--- src/rtl/lp_seq_pkg.sv ---
`timescale 1ns/1ps
package lp_seq_pkg;
  typedef enum logic [1:0] {ST_RUN = 2'd0, ST_SLEEP = 2'd1, ST_LOW = 2'd2, ST_WAKE = 2'd3} seq_state_e;

  localparam logic [1:0] CM_DONE   = 2'd0;
  localparam logic [1:0] CM_DELAY  = 2'd1;
  localparam logic [1:0] CM_COUNT  = 2'd2;
  localparam logic [1:0] CM_EITHER = 2'd3;

  localparam logic [1:0] MODE_RUN = 2'd0;

  // standby enable bit that belongs to a low-power mode
  function automatic logic stby_pick(input logic [1:0] tgt, input logic [2:0] en);
    case (tgt)
      2'd1:    return en[0];
      2'd2:    return en[1];
      2'd3:    return en[2];
      default: return 1'b0;
    endcase
  endfunction
endpackage

--- src/rtl/lp_wake_collect.sv ---
`timescale 1ns/1ps
module lp_wake_collect #(
  parameter int NUM_IRQ = 32
) (
  input  logic               clk,
  input  logic               rst_n,
  input  logic               clr,
  input  logic               arm,
  input  logic [NUM_IRQ-1:0] irq_in,
  input  logic [NUM_IRQ-1:0] irq_mask,
  input  logic               evt_in,
  input  logic               evt_mask,
  input  logic               dbg_in,
  input  logic               dbg_mask,
  output logic [NUM_IRQ-1:0] irq_stat,
  output logic               evt_stat,
  output logic               dbg_stat,
  output logic               wake_any
);
  always_ff @(posedge clk or negedge rst_n) begin
    if (!rst_n) begin
      irq_stat <= '0;
      evt_stat <= 1'b0;
      dbg_stat <= 1'b0;
    end else if (clr) begin
      irq_stat <= '0;
      evt_stat <= 1'b0;
      dbg_stat <= 1'b0;
    end else if (arm) begin
      irq_stat <= irq_stat | (irq_in & ~irq_mask);
      evt_stat <= evt_stat | (evt_in & ~evt_mask);
      dbg_stat <= dbg_stat | (dbg_in & ~dbg_mask);
    end
  end

  assign wake_any = (|irq_stat) | evt_stat | dbg_stat;
endmodule

--- src/rtl/lp_step_timer.sv ---
`timescale 1ns/1ps
module lp_step_timer
  import lp_seq_pkg::*;
#(
  parameter int CNT_W = 16
) (
  input  logic             clk,
  input  logic             rst_n,
  input  logic             active,
  input  logic [1:0]       mode,
  input  logic [CNT_W-1:0] limit,
  input  logic             done,
  output logic             fin,
  output logic [CNT_W-1:0] cnt
);
  logic seen;
  logic hit;

  // completion rule for one cycle of an active step
  function automatic logic step_complete(input logic [1:0] m, input logic d, input logic s,
                                         input logic h, input logic lim_zero);
    case (m)
      CM_DONE:   return d;
      CM_DELAY:  return s ? h : (d && lim_zero);
      CM_COUNT:  return h;
      default:   return d || h;
    endcase
  endfunction

  assign hit = (cnt == limit);
  assign fin = active && step_complete(mode, done, seen, hit, limit == '0);

  always_ff @(posedge clk or negedge rst_n) begin
    if (!rst_n) begin
      cnt  <= '0;
      seen <= 1'b0;
    end else if (!active || fin) begin
      cnt  <= '0;
      seen <= 1'b0;
    end else begin
      case (mode)
        CM_DELAY: begin
          if (seen) begin
            cnt <= cnt + 1'b1;
          end else if (done) begin
            seen <= 1'b1;
            cnt  <= {{(CNT_W-1){1'b0}}, 1'b1};
          end
        end
        CM_COUNT, CM_EITHER: cnt <= cnt + 1'b1;
        default: cnt <= cnt;
      endcase
    end
  end
endmodule

--- src/rtl/lp_step_seq.sv ---
`timescale 1ns/1ps
module lp_step_seq
  import lp_seq_pkg::*;
#(
  parameter int NUM_IRQ   = 32,
  parameter int CNT_W     = 16,
  parameter int NUM_STEPS = 6
) (
  input  logic                       clk,
  input  logic                       rst_n,
  input  logic [1:0]                 cfg_target_mode,
  input  logic                       cfg_wfe_en,
  input  logic [2:0]                 cfg_stby_en,
  input  logic [NUM_STEPS*2-1:0]     cfg_step_mode,
  input  logic [NUM_STEPS*CNT_W-1:0] cfg_step_limit,
  input  logic [NUM_STEPS-1:0]       cfg_step_skip,
  input  logic                       cpu_wfi,
  input  logic                       cpu_wfe,
  input  logic [NUM_IRQ-1:0]         irq_in,
  input  logic [NUM_IRQ-1:0]         irq_mask,
  input  logic                       evt_in,
  input  logic                       evt_mask,
  input  logic                       dbg_wake_in,
  input  logic                       dbg_mask,
  input  logic [NUM_STEPS-1:0]       step_done,
  output logic [NUM_STEPS-1:0]       step_req,
  output logic [1:0]                 mode_cur,
  output logic [1:0]                 mode_prev,
  output logic [NUM_IRQ-1:0]         irq_wake_stat,
  output logic                       evt_wake_stat,
  output logic                       dbg_wake_stat,
  output logic                       stby_sleep_busy,
  output logic                       stby_wake_busy
);
  localparam int STEP_W = (NUM_STEPS > 1) ? $clog2(NUM_STEPS) : 1;
  localparam logic [STEP_W-1:0] LAST = STEP_W'(NUM_STEPS - 1);

  seq_state_e        state;
  logic [STEP_W-1:0] pos;
  logic [1:0]        tgt_q;
  logic              stby_q;
  logic [1:0]        mode_cur_q;
  logic [1:0]        mode_prev_q;

  // named internal events, also watched by the checker
  logic              run_idle;
  logic              seq_active;
  logic              sleep_go;
  logic              wake_go;
  logic              step_run;
  logic              step_fin;
  logic              seq_done;
  logic              wake_any;
  logic              tmr_fin;
  logic [CNT_W-1:0]  tmr_cnt;
  logic [STEP_W-1:0] cur_step;
  logic [1:0]        cur_mode;
  logic [CNT_W-1:0]  cur_lim;
  logic              cur_skip;
  logic              cur_done;

  // step visited at a position: ascending on the way down, descending on the way up
  function automatic logic [STEP_W-1:0] step_at(input logic [STEP_W-1:0] p, input logic waking);
    return waking ? (LAST - p) : p;
  endfunction

  assign run_idle   = (state == ST_RUN);
  assign seq_active = (state == ST_SLEEP) || (state == ST_WAKE);
  assign cur_step   = step_at(pos, state == ST_WAKE);
  assign cur_mode   = cfg_step_mode[cur_step*2 +: 2];
  assign cur_lim    = cfg_step_limit[cur_step*CNT_W +: CNT_W];
  assign cur_skip   = cfg_step_skip[cur_step];
  assign cur_done   = step_done[cur_step];

  assign step_run = seq_active && !cur_skip;
  assign step_fin = seq_active && (cur_skip || tmr_fin);
  assign seq_done = step_fin && (pos == LAST);
  assign sleep_go = run_idle && (cpu_wfi || (cpu_wfe && cfg_wfe_en)) &&
                    (cfg_target_mode != MODE_RUN);
  assign wake_go  = (state == ST_LOW) && wake_any;

  lp_step_timer #(.CNT_W(CNT_W)) u_timer (
    .clk    (clk),
    .rst_n  (rst_n),
    .active (step_run),
    .mode   (cur_mode),
    .limit  (cur_lim),
    .done   (cur_done),
    .fin    (tmr_fin),
    .cnt    (tmr_cnt)
  );

  lp_wake_collect #(.NUM_IRQ(NUM_IRQ)) u_wake (
    .clk      (clk),
    .rst_n    (rst_n),
    .clr      (sleep_go),
    .arm      (!run_idle),
    .irq_in   (irq_in),
    .irq_mask (irq_mask),
    .evt_in   (evt_in),
    .evt_mask (evt_mask),
    .dbg_in   (dbg_wake_in),
    .dbg_mask (dbg_mask),
    .irq_stat (irq_wake_stat),
    .evt_stat (evt_wake_stat),
    .dbg_stat (dbg_wake_stat),
    .wake_any (wake_any)
  );

  always_ff @(posedge clk or negedge rst_n) begin
    if (!rst_n) begin
      state       <= ST_RUN;
      pos         <= '0;
      tgt_q       <= MODE_RUN;
      stby_q      <= 1'b0;
      mode_cur_q  <= MODE_RUN;
      mode_prev_q <= MODE_RUN;
    end else begin
      case (state)
        ST_RUN: if (sleep_go) begin
          state  <= ST_SLEEP;
          pos    <= '0;
          tgt_q  <= cfg_target_mode;
          stby_q <= stby_pick(cfg_target_mode, cfg_stby_en);
        end
        ST_SLEEP: if (step_fin) begin
          if (seq_done) begin
            state       <= ST_LOW;
            pos         <= '0;
            mode_prev_q <= mode_cur_q;
            mode_cur_q  <= tgt_q;
          end else begin
            pos <= pos + 1'b1;
          end
        end
        ST_LOW: if (wake_go) begin
          state <= ST_WAKE;
          pos   <= '0;
        end
        default: if (step_fin) begin
          if (seq_done) begin
            state       <= ST_RUN;
            pos         <= '0;
            mode_prev_q <= mode_cur_q;
            mode_cur_q  <= MODE_RUN;
          end else begin
            pos <= pos + 1'b1;
          end
        end
      endcase
    end
  end

  for (genvar g = 0; g < NUM_STEPS; g++) begin : g_req
    assign step_req[g] = step_run && (cur_step == STEP_W'(g));
  end

  assign mode_cur        = mode_cur_q;
  assign mode_prev       = mode_prev_q;
  assign stby_sleep_busy = (state == ST_SLEEP) && stby_q;
  assign stby_wake_busy  = (state == ST_WAKE) && stby_q;
endmodule

--- config.mk ---
export PLATFORM = sky130hd
export DESIGN_NAME = lp_step_seq
export DESIGN_NICKNAME = d
export VERILOG_FILES = /design/src/rtl/lp_seq_pkg.sv /design/src/rtl/lp_wake_collect.sv /design/src/rtl/lp_step_timer.sv /design/src/rtl/lp_step_seq.sv
export SDC_FILE = /design/constraint.sdc
export NUM_CORES = 1
export LEC_CHECK = 0
export BUFFER_PORTS_ARGS = -buffer_cell sky130_fd_sc_hd__buf_2
export CORE_MARGIN = 4
export CORE_UTILIZATION = 45
export CTS_BUF_LIST = sky130_fd_sc_hd__clkbuf_2 sky130_fd_sc_hd__clkbuf_4 sky130_fd_sc_hd__clkbuf_8
export DETAILED_ROUTE_END_ITERATION = 12
export PLACE_DENSITY = 0.81
export SLEW_MARGIN = 20
export SYNTH_ARGS = -nofsm -noshare
export SYNTH_HDL_FRONTEND = slang
export SYNTH_HIERARCHICAL = 1
export SYNTH_SLANG_ARGS = --single-unit
export TNS_END_PERCENT = 100
--- constraint.sdc ---
create_clock -name clk -period 13.1 [get_ports clk]
set_input_delay 0.655 -clock clk [delete_from_list [all_inputs] [get_ports clk]]
set_output_delay 0.655 -clock clk [all_outputs]
set_load 0.01 [all_outputs]
Word level (Yosys, flattened, before mapping)
Index checks and enable logic that the tools add are counted.
{ "totals": {"reg_bits": 63, "in_bits": 198, "output_inout_bits": 46, "word_cells": 128} }
{ "op_classes": {"addsub": 3, "n_lt_le_gt_ge": 1, "eq_ne": 21, "shifts": 2, "muxes": 37, "bitwise_logic": 12, "n_reduce_logical": 41} }
{ "ops": {"columns": ["op", "n"], "rows": [
  ["96-bit by 8-bit variable part select with 16-bit output", 1],
  ["32-bit 2-to-1 mux", 2],
  ["16-bit 2-to-1 mux", 3],
  ["32-bit AND", 1],
  ["32-bit NOT", 1],
  ["32-bit bitwise OR", 1],
  ["16-bit case mux with 2 select lines", 1],
  ["32-bit OR reduction", 1],
  ["1-bit logical AND", 17],
  ["16-bit by 1-bit adder with 16-bit output (second input constant)", 1],
  ["16-bit equality test", 1],
  ["16-bit zero test", 1],
  ["2-bit 2-to-1 mux", 8],
  ["3-bit 2-to-1 mux", 5],
  ["2-bit equality test (second input constant)", 6],
  ["12-bit by 5-bit variable part select with 2-bit output", 1],
  ["1-bit 2-to-1 mux", 11],
  ["3-bit equality test (second input constant)", 3],
  ["3-bit nonzero test", 3],
  ["1-bit binary-select mux with 3-bit select", 2],
  ["2-bit by 1-bit equality test with 1-bit output (second input constant)", 3],
  ["3-bit by 2-bit equality test with 1-bit output (second input constant)", 2],
  ["2-bit != test (second input constant)", 3],
  ["1-bit case mux with 3 select lines", 2],
  ["21 further kinds", 37]
]} }

Depth between registers and ports, before layout
Gate-level depths: netlist (run 1).
{ "logic_depth": {"depth_word": 14, "depth_mapped": 18, "ltp_nobuf": 14} }

By module
Netlist (run 1), hierarchy kept.
{ "by_module_without_submodules": {"columns": ["module", "instances", "cells_each", "area_per_inst_um2", "seq_area_each_um2"], "rows": [
  ["lp_step_seq", 1, 178, 1687.9, 300.3],
  ["lp_wake_collect", 1, 157, 1433.9, 850.8],
  ["lp_step_timer", 1, 149, 1252.5, 425.4]
]} }

Worst setup path after synthesis (run 1)
No wires, ideal clock.
{ "synth_path": {"path_kind": "register to register", "startpoint": "register pos[1]", "endpoint": "register mode_prev_q[0] (netlist: mode_prev[0])", "setup_ns": 0.125, "t_arrival_ns": 4.760, "required_ns": 12.975, "slack_ns": 8.215, "path_stages_with_launch": 19, "path_buffers": 4, "synth_period_minus_slack_ns": 4.885, "cell_sequence": "dfrtp_1 -> clkbuf_1 -> buf_1 -> inv_1 -> ha_1 -> mux2i_1 -> or2_2 -> clkbuf_1 -> clkbuf_1 -> o21ai_0 -> nor4_1 -> nand4_1 -> o41a_1 -> a211oi_4 -> and2_2 -> nor3_1 -> a211o_2 -> nor3_4 -> mux2_2"} }
{ "synth_between": {"elab_chain_cells": 12, "word_cells_on_any_way": 25, "cone_classes": "add/sub: 1; eq/ne: 4; shift: 2; mux: 7; reduce/logical: 11"} }
{ "synth_rtl": {"columns": ["item", "line_no", "source"], "rows": [
  ["from (decl)", "lp_step_seq.sv:39", "logic [STEP_W-1:0] pos;"],
  ["from (signal assigned)", "lp_step_seq.sv:133", "pos <= pos + 1'b1;"],
  ["from (signal assigned)", "lp_step_seq.sv:147", "pos <= pos + 1'b1;"],
  ["3-bit subtractor", "lp_step_seq.sv:64", "return waking ? (LAST - p) : p;"],
  ["3-bit 2-to-1 mux *", "lp_step_seq.sv:64", null],
  ["96-bit by 8-bit variable part select with 16-bit output *", "lp_step_seq.sv:71", "assign cur_lim = cfg_step_limit[cur_step*CNT_W +: CNT_W];"],
  ["named net cur_lim[1]", "lp_step_seq.sv:58", "logic [CNT_W-1:0] cur_lim;"],
  ["16-bit zero test", "lp_step_timer.sv:31", "assign fin = active && step_complete(mode, done, seen, hit, limit == '0);"],
  ["1-bit logical AND", "lp_step_timer.sv:24", "CM_DELAY: return s ? h : (d && lim_zero);"],
  ["1-bit 2-to-1 mux", "lp_step_timer.sv:24", null],
  ["1-bit case mux with 3 select lines *", "lp_step_timer.sv:22", "case (m)"],
  ["1-bit logical AND *", "lp_step_timer.sv:31", null],
  ["named net tmr_fin", "lp_step_seq.sv:54", "logic tmr_fin;"],
  ["1-bit logical OR *", "lp_step_seq.sv:76", "assign step_fin = seq_active && (cur_skip || tmr_fin);"],
  ["1-bit logical AND *", "lp_step_seq.sv:76", null],
  ["1-bit logical AND", "lp_step_seq.sv:77", "assign seq_done = step_fin && (pos == LAST);"],
  ["3-bit AND reduction (no source line) *", null, null],
  ["to (signal assigned)", "lp_step_seq.sv:130", "mode_prev_q <= mode_cur_q;"],
  ["to (signal assigned)", "lp_step_seq.sv:144", "mode_prev_q <= mode_cur_q;"],
  ["to (decl)", "lp_step_seq.sv:43", "logic [1:0] mode_prev_q;"]
]} }
The timed path passes the listed nets; every way through them passes the cells marked *. The select of a mux whose other input is x is not followed.
A chain may end at the register's enable or synchronous reset.

Final worst setup path (run 1)
{ "layout_path": {"startpoint": "register pos[1]", "endpoint": "register mode_prev_q[0] (netlist: mode_prev[0])"} }
{ "layout_between": {"word_cells_on_any_way": 25, "cone_classes": "add/sub: 1; eq/ne: 4; shift: 2; mux: 7; reduce/logical: 11"} }
{ "layout_lines": {"columns": ["item", "line_no", "source"], "rows": [
  ["3-bit subtractor", "lp_step_seq.sv:64", null],
  ["3-bit 2-to-1 mux *", "lp_step_seq.sv:64", null],
  ["12-bit by 5-bit variable part select with 2-bit output *", "lp_step_seq.sv:70", "assign cur_mode = cfg_step_mode[cur_step*2 +: 2];"],
  ["named net cur_mode[0]", "lp_step_seq.sv:57", "logic [1:0] cur_mode;"],
  ["2-bit equality test, or another cell as far along", "lp_step_timer.sv:22", null],
  ["1-bit case mux with 3 select lines *", "lp_step_timer.sv:22", null],
  ["1-bit logical AND *", "lp_step_timer.sv:31", null],
  ["named net tmr_fin", "lp_step_seq.sv:54", null],
  ["1-bit logical OR *", "lp_step_seq.sv:76", null],
  ["1-bit logical AND *", "lp_step_seq.sv:76", null],
  ["1-bit logical AND", "lp_step_seq.sv:77", null],
  ["3-bit AND reduction (no source line) *", null, null]
]} }
Marks and branches as above.

==> out/results.tsv, run 1 <==
metric	value	unit
Finished Layout Cells	848	
Detail Placement HPWL	11800	um
CP arrival	6.07	ns
WP data required	13.33	ns
Initial Utilization	46.7	%
Resized Gates After CTS	0	
slowest stage cell, crit path	dfrtp_1	
Fin. Hold Viols	0	
delay-heaviest family, CP	compound AO/OA/AOI/OAI gates	
Total Nets Final	919	
H-tree depth	3	
clock transition at the registers of the reported paths	0.07	ns
Reg2Reg Depth	14	
hold crit path type	in -> async	
crit-path max FO	28	
DR WL/cell	17.3	um
# DRC	0	
post-synthesis sequential area ratio	36.0	%
Placed Cells incl. Taps	832	
largest net degree at the start of global routing	64	
clk sinks	63	
max incr delay on CP	1.03	ns
die height	107	um
Setup WS post-layout	7.25	ns
Ports	244	
syn_nets	689	
clock root cell	clkbuf_8	
reg2reg end	mode_prev[0]	
Layout Area Growth over Synthesis	35.2	%
ranking of synthesized cells by area	dfrtp_1, mux4_2, a31oi_1	
leak pwr	2.92	nW
Power Density	252	nW/um^2
total power	0.00149	W
Post-synth top cells	dfrtp_1, nor2_1, nand2_1	
CORE AREA	9370	um^2
crit path kind	reg -> reg	
DIE AREA	11400	um^2
CTS Hold Bufs	0	
post-route ant nets	0	
num rows	35	
Worst-Skew Late Latency	0.34	ns
gr usage total	25.0	%
most common cell in the netlist	dfrtp_1	
syn_area_per_cell	9.04	um^2
CP cell instances	inv_1 > ha_1 > mux2i_2 > buf_4 > or2_2 > o21ai_0 > a21oi_1 > a31oi_1 > a211oi_4 > and2_2 > nor3_1 > a211o_2 > nor3_4 > mux2_2	
Top FF cell, synth	dfrtp_1	
peak supply drop	0.149	mV
vias in the first global route	4671	
# diodes	0	
grt met1 use	28.5	%
number of buffers created by CTS	9	
Reg-to-Reg Start	pos[1]	
outcome	completed	
crit end category	register	
first-pass GRT wire length	22600	um
met2 GRT Util	45.1	%
GPL Wtd Cong	0.873	
Netlist cell types	54	
setup TNS	0	ns
Gate Count Post-Synth	484	
busiest metal layer after global routing	met2	
fin crit period	5.85	ns
f_max	0.171	GHz
Rel. slew slack	30.9	%
FF+latch count, synth	63	
final count of pins violating max slew	0	
yosys warns	6	
die width	107	um
I/O Buffers	243	
Post-synth EDFFs	0	
final period utilization	44.6	%
worst path bufs/invs	2	
Startpoint Class	register	
postcts setup bufs	0	
via count	4705	
Worst Max-Slew Pin Slew	1.04	ns
synthesized area	4370	um^2
M3 GR Usage	5.30	%
Levels on crit path	14	
layout cells sized above 1	41.9	%
Clock Skews	0.00640	ns
asr flop ratio synth	100	%
total grt overflow	0	
initial antenna violation count	0	
area leader, netlist	dfrtp_1	
worst slack, placed	7.36	ns
routed wire length	14700	um
via-per-instance ratio	5.55	
Yosys top cell area share	36.0	%
Detailed Routing Iterations Pass 1	4	
clock buffer depth	2	
final setup fails	0	
max_cap viols	0	
drt initial violations	267	
CTS tree	done	
RSZ-0062 raised after global routing	no	
flop2flop setup slack	7.25	ns
## power by group
| group | internal [W] | leakage [nW] | switching [W] |
|---|---|---|---|
| clock | 0.000133 | 0.127 | 0.0000802 |
| combinational | 0.000382 | 2.06 | 0.000550 |
| sequential | 0.000266 | 0.729 | 0.0000784 |
## worst max-delay path by stage
stage / startpoint / endpoint
after global placement: pos[1] / mode_prev[0]
after global routing: pos[1] / mode_prev[0]
final: pos[1] / mode_prev[0]
after detailed placement: pos[1] / mode_prev[0]
after floorplan: pos[1] / mode_prev[0]
after CTS: pos[1] / mode_prev[0]
## sequential cells by signal, indices dropped and copies added (netlist names)
signal and cells:
u_wake/irq_stat 32, u_timer/cnt 16, pos 3, mode_cur 2
mode_prev 2, state 2, tgt_q 2, stby_q 1
u_timer/seen 1, u_wake/dbg_stat 1, u_wake/evt_stat 1
## cells in the final DEF, fill, tap and decap left out, drive strengths merged, types with 3 or more instances in the layout
cell,Yosys,final
buf,11,247
dfrtp,63,63
nor2,50,50
nand2,49,49
inv,43,43
a31oi,39,39
o21ai,33,33
mux2i,23,23
nor4,21,21
mux4,20,20
nor3,17,17
xor2,16,16
a21oi,12,12
clkbuf,17,10
nand3,8,8
mux2,7,7
ha,7,7
nand4,7,7
and2,5,5
nor3b,4,4
bufinv,0,3
a21o,3,3
a211oi,3,3
clkinv,0,3
## layer usage
layer  vias up  part of all wire [%]  routed length (um)
met5         -                     0                   0
met1      2187                    37                5430
met2       261                    51                7450
met3        40                   8.6                1270
met4         0                   3.4                 505
li1       2217                     -                   -
## stage by stage
| step | utilization [%] | hold slack [ns] | cell area, um^2 |
|---|---|---|---|
| after global routing | 63.1 | 0.512 | 5920 |
| after CTS | 63.1 | 0.482 | 5920 |
| after floorplan | - | 0.359 | 4370 |
| after global placement | 60.4 | 0.464 | 5660 |
| after detailed placement | 60.4 | 0.464 | 5660 |
| final | 63.1 | 0.474 | 5920 |
## worst register-to-register path, cell delays in order (launching register included)
cell      delay, ns
dfrtp_1        1.03
inv_1          0.16
ha_1           0.33
mux2i_2        0.15
buf_4          0.29
or2_2          0.33
o21ai_0        0.30
a21oi_1        0.89
a31oi_1        0.18
a211oi_4       0.74
and2_2         0.28
nor3_1         0.05
a211o_2        0.42
nor3_4         0.23
mux2_2         0.37
## layout make-up
class | count | area (um^2)
repair buffers | 247 | 1250
clock buffers | 10 | 138
flip-flops and latches | 63 | 1580
well taps | 129 | 161
clock inverters | 6 | 116
multi-input cells | 350 | 2520
fillers | 836 | 3460
inverters | 43 | 161
## logic make-up after synthesis
group | after synthesis | synth area share [%]
buffers and inverters | 71 | 6.64
xor gates and xnor gates | 17 | 3.83
muxes | 50 | 17.4
and+or+nand+nor | 173 | 19.4
AOI/OAI and AO/OA | 103 | 14.7
DFF | 63 | 36.0
adders and majority gates | 7 | 2.00
Power figures use the tool's default switching activity.
==> run 2: changes to the inputs <==
- CORE_UTILIZATION: 45 -> 42
- PLACE_DENSITY: 0.81 -> 0.8
- clock period: 13.1 -> 5 ns (I/O delays scaled with it)
==> out/results.tsv, run 2 (synthesis results as in run 1) <==
metric	value	unit
outcome	completed	
setup TNS	0	ns
Resized Gates After CTS	0	
clock buffer depth	2	
first-pass GRT wire length	22700	um
DIE AREA	12100	um^2
Fin. Hold Viols	0	
DR WL/cell	17.8	um
Fillers	903	
vias in the first global route	4634	
drt initial violations	235	
biggest regs	u_wake/irq_stat: 32 flops, u_timer/cnt: 16 flops, pos: 3 flops	
initial antenna violation count	0	
Total Nets Final	922	
fin crit period	4.57	ns
max_cap viols	0	
Startpoint Class	register	
commonest cells after routing, fill and taps aside	buf_2, dfrtp_1, nor2_1	
final setup fails	0	
postcts setup bufs	0	
Layout Area Growth over Synthesis	36.0	%
final core utilization	59.7	%
largest reg by FF count	u_wake/irq_stat	
die width	110	um
clock root cell	clkbuf_8	
highest routed metal layer	met4	
I/O Buffers	243	
max FFs per register	32	
Detail Placement HPWL	12500	um
# diodes	0	
number of buffers created by CTS	9	
crit end category	register	
leak pwr	2.93	nW
Power Density	666	nW/um^2
Detailed Routing Iterations Pass 1	5	
CP arrival	4.80	ns
Rel. slew slack	33.0	%
gr usage total	24.2	%
GPL Wtd Cong	0.929	
Clock Skews	0.00597	ns
final period utilization	91.5	%
f_max	0.219	GHz
hold crit path type	in -> async	
Worst Max-Slew Pin Slew	0.998	ns
clock transition at the registers of the reported paths	0.07	ns
Worst-Skew Late Latency	0.33	ns
die height	110	um
Routed met1 length	5550	um
wire length on met3	1380	um
commonest non-fill, non-tap cell in the layout	buf_2	
via-per-instance ratio	5.48	
crit-path max FO	46	
routed wire length	15300	um
Finished Cell Area	5950	um^2
num rows	36	
largest net degree at the start of global routing	64	
via count	4683	
Initial Utilization	43.9	%
post-route ant nets	0	
CTS tree	done	
layout cells sized above 1	42.1	%
peak supply drop	0.329	mV
CTS Hold Bufs	0	
final count of pins violating max slew	0	
placement-stage cell area	5700	um^2
total grt overflow	0	
WP data required	5.22	ns
clk sinks	63	
met2 WL	7800	um
Ports	244	
CORE AREA	9950	um^2
H-tree depth	3	
# DRC	0	
RSZ-0062 raised after global routing	no	
crit path kind	reg -> reg	
run 2: cell count changes in the layout (fill, tap and decap cells not counted):
cell,change
buf_12,+1
buf_4,+2
clkbuf_8,-1
clkinv_2,+1
clkinv_4,+1
inv_6,-1
run 2: power by group:
| group | internal [W] | total (W) | switching, W | leakage (nW) |
|---|---|---|---|---|
| combinational | 0.00105 | 0.00254 | 0.00149 | 2.08 |
| sequential | 0.000698 | 0.000878 | 0.000180 | 0.729 |
| clock | 0.000333 | 0.000542 | 0.000209 | 0.123 |
| total | 0.00208 | 0.00396 | 0.00188 | 2.93 |
run 2: final cells by class:
type                            instances  area (um^2)  share of cell area [%]
Multi-Input combinational cell        350         2520                    42.3
Clock inverter                          7          121                    2.04
Inverter                               43          161                    2.71
Tap cell                              133          166                    2.80
Sequential cell                        63         1580                    26.5
Timing Repair Buffer                  250         1280                    21.5
Clock buffer                            9          124                    2.08
run 2: path summary, 6_finish.rpt:
path / start / endpoint / slack [ns] / cells past startpoint
setup reg to reg: state[0] / mode_prev[1] / 0.43 / 15
setup / recovery: state[0] / mode_prev[1] / 0.43 / 15
max in group asynchronous: rst_n / u_timer/cnt[13] / 4.42 / 2
min in group clk: irq_in[16] / u_wake/irq_stat[16] / 0.17 / 3
hold reg to reg: tgt_q[0] / tgt_q[0] / 0.50 / 2
hold / removal: rst_n / u_wake/irq_stat[27] / 0.07 / 2
run 2: critical path, stage by stage (launching register included):
cell and delay, ns:
dfrtp_1 0.43, ha_1 0.33, xnor2_4 0.21, buf_12 0.29, mux4_2 0.53, nand2_1 0.07, o21ai_0 0.14, nor4_1 0.38
nand4_1 0.17, o41a_1 0.38, a211oi_4 0.24, and2_2 0.20, nor3_1 0.05, a211o_2 0.42, nor3_4 0.22, mux2_2 0.37
run 2: routing by layer:
layer	up-vias	track usage (%)
li1	2221	-
met1	2192	26.2
met2	240	45.1
met3	30	5.71
met4	0	9.71
met5	-	0
run 2: metrics by stage:
| stage | std cells | hold WS (ns) | power [W] | setup slack [ns] |
|---|---|---|---|---|
| 6_report | 855 | 0.0703 | 0.00396 | 0.427 |
| 5_1_grt | 855 | 0.140 | 0.00427 | 0.219 |
| 4_1_cts | 855 | 0.0905 | 0.00398 | 0.474 |
| 3_5_place_dp | 839 | 0.463 | 0.00343 | 0.488 |
| 3_3_place_gp | 839 | 0.459 | 0.00337 | 0.586 |
| 2_1_floorplan | 484 | -0.0456 | 0.00269 | 0.115 |
==> run 3: changes to the inputs <==
- CORE_UTILIZATION: 42 -> 44
- SYNTH_HIERARCHICAL: 1 -> not set
==> out/results.tsv, run 3 <==
metric	value	unit
outcome	completed	
Comb pwr share	66.7	%
largest net degree at the start of global routing	77	
multi-input logic area	3110	um^2
Startpoint Class	register	
biggest regs	u_wake.irq_stat: 32 flops, u_timer.cnt: 16 flops, pos: 3 flops	
Netlist cell types	68	
clock transition at the registers of the reported paths	0.07	ns
syn_area_per_cell	8.16	um^2
Total Nets Final	1033	
Resized Gates After CTS	0	
total grt overflow	0	
number of buffers created by CTS	9	
CP cell instances	ha_1 > buf_4 > xnor2_4 > mux2i_1 > a221oi_2 > xor2_1 > o2111ai_1 > nor4_2 > a32oi_2 > a41oi_2 > and2_1 > mux2_4	
delay-heaviest family, CP	compound AO/OA/AOI/OAI gates	
num rows	38	
commonest cells after routing, fill and taps aside	buf_2, nor2_1, dfrtp_1	
initial antenna violation count	0	
area leader, netlist	dfrtp_1	
CP arrival	4.60	ns
die height	114	um
max FFs per register	32	
Detailed Routing Iterations Pass 1	5	
max_cap viols	0	
clock root cell	clkbuf_8	
Layout Area Growth over Synthesis	30.2	%
Top FF cell, synth	dfrtp_1	
crit path kind	reg -> reg	
crit-path max FO	27	
Internal	0.00208	W
Fin. Hold Viols	0	
Ports	244	
via count	5444	
RSZ-0062 raised after global routing	no	
# DRC	0	
Initial Utilization	45.2	%
routed wire length	16000	um
FF+latch count, synth	63	
CTS tree	done	
CORE AREA	10900	um^2
synthesized area	4950	um^2
vias in the first global route	5251	
post-route ant nets	0	
fin crit period	4.36	ns
switching fraction of total power	48.5	%
gr usage total	23.9	%
syn_nets	811	
I/O Buffers	243	
Post-synth top cells	nor2_1, dfrtp_1, a21oi_1	
Psw	0.00197	W
clk sinks	63	
post-synthesis sequential area ratio	31.9	%
CTS Hold Bufs	0	
Placed Cells incl. Taps	957	
Finished Layout Cells	973	
setup TNS	0	ns
Power Density	628	nW/um^2
via-per-instance ratio	5.60	
Clock Skews	0.00832	ns
final setup fails	0	
Gate Count Post-Synth	606	
Post-synth EDFFs	0	
final count of pins violating max slew	0	
peak supply drop	0.351	mV
# diodes	0	
f_max	0.229	GHz
first-pass GRT wire length	24900	um
DIE AREA	13000	um^2
slowest stage cell, crit path	xnor2_4	
Detail Placement HPWL	12700	um
hold crit path type	in -> async	
Worst Max-Slew Pin Slew	0.883	ns
leak pwr	3.01	nW
register area	1580	um^2
H-tree depth	3	
clock buffer depth	2	
final period utilization	87.2	%
crit end category	register	
Fillers	1010	
worst path bufs/invs	1	
die width	114	um
Yosys top cell area share	31.9	%
postcts setup bufs	0	
yosys warns	0	
Seq pwr share	20.9	%
largest reg by FF count	u_wake.irq_stat	
most common cell in the netlist	nor2_1	
layout cells sized above 1	36.3	%
clock network fraction of total power	12.4	%
drt initial violations	534	
final core utilization	58.9	%
Rel. slew slack	41.1	%
ranking of synthesized cells by area	dfrtp_1, nor2_1, a21oi_1	
Worst-Skew Late Latency	0.34	ns
WP data required	5.23	ns
commonest non-fill, non-tap cell in the layout	buf_2	
max incr delay on CP	0.69	ns
DR WL/cell	16.5	um
asr flop ratio synth	100	%
GPL Wtd Cong	0.941	
## run 3: cell types whose count changed after synthesis, moves of 10 or more
cell	change
nand3_1	+25
inv_1	-30
and3b_1	+16
a21oi_1	+38
mux4_2	-17
nor2_1	+54
a31oi_1	-37
nor3b_1	+17
o21ai_0	-10
o22ai_1	+17
## run 3: power by group through the flow
stage / registers [W] / logic (W) / clock network, W
3_5_place_dp: 0.000852 / 0.00268 / 0
3_3_place_gp: 0.000851 / 0.00265 / 0
2_1_floorplan: 0.000870 / 0.00195 / 0
6_report: 0.000848 / 0.00270 / 0.000502
4_1_cts: 0.000847 / 0.00269 / 0.000515
5_1_grt: 0.000872 / 0.00298 / 0.000541
## run 3: stage by stage
step	cell area [um^2]	hold WS (ns)	setup slack [ns]	power [W]
floorplan	4950	-0.0456	1.02	0.00282
global placement	6210	0.455	0.747	0.00350
detailed placement	6210	0.461	0.675	0.00353
CTS	6440	0.0867	0.671	0.00405
global route	6440	0.124	0.333	0.00439
finish	6440	0.0533	0.638	0.00405
## run 3: area by class of cell
cell class,instances,share of cell area (%)
Sequential cell,63,24.5
Multi-Input combinational cell,487,48.3
Inverter,13,0.757
Clock buffer,11,2.35
Tap cell,140,2.72
Timing Repair Buffer,254,20.2
Clock inverter,5,1.24
## run 3: cell families after synthesis
| kind of cell | after synthesis | share of synthesized area (%) |
|---|---|---|
| AO/OA/AOI/OAI | 142 | 19.0 |
| XOR/XNOR | 17 | 3.54 |
| adder cells (fa/ha/maj) | 7 | 1.77 |
| buffers and inverters | 56 | 5.26 |
| flip-flops | 63 | 31.9 |
| multiplexers | 45 | 10.6 |
| AND/OR/NAND/NOR | 276 | 27.9 |
## run 3: routing by layer
metal / wire [um] / global-route usage [%]
met3: 1410 / 4.35
met4: 537 / 11.2
met2: 7800 / 41.5
met5: 0 / 0
met1: 6300 / 28.5
## run 3: path summary, 6_finish.rpt
path / startpoint / end / slack (ns) / cells past startpoint
worst max register to register: state[0] / mode_prev[0] / 0.64 / 12
worst max-delay path: state[0] / mode_prev[0] / 0.64 / 12
worst min register to register: tgt_q[0] / tgt_q[0] / 0.48 / 2
min in group clk: irq_in[2] / u_wake.irq_stat[2] / 0.14 / 3
worst min-delay path: rst_n / u_timer.cnt[2] / 0.05 / 2
max in group asynchronous: rst_n / pos[1] / 4.37 / 2
## run 3: worst register-to-register path, delay by kind of cell (launching register included)
family / cells / cell delay (ns)
AO/OA/AOI/OAI: 4 / 1.10
buffers and inverters: 1 / 0.27
adder cells (fa/ha/maj): 1 / 0.39
multiplexers: 2 / 0.55
flip-flops: 1 / 0.41
XOR/XNOR: 2 / 0.87
AND/OR/NAND/NOR: 2 / 0.69
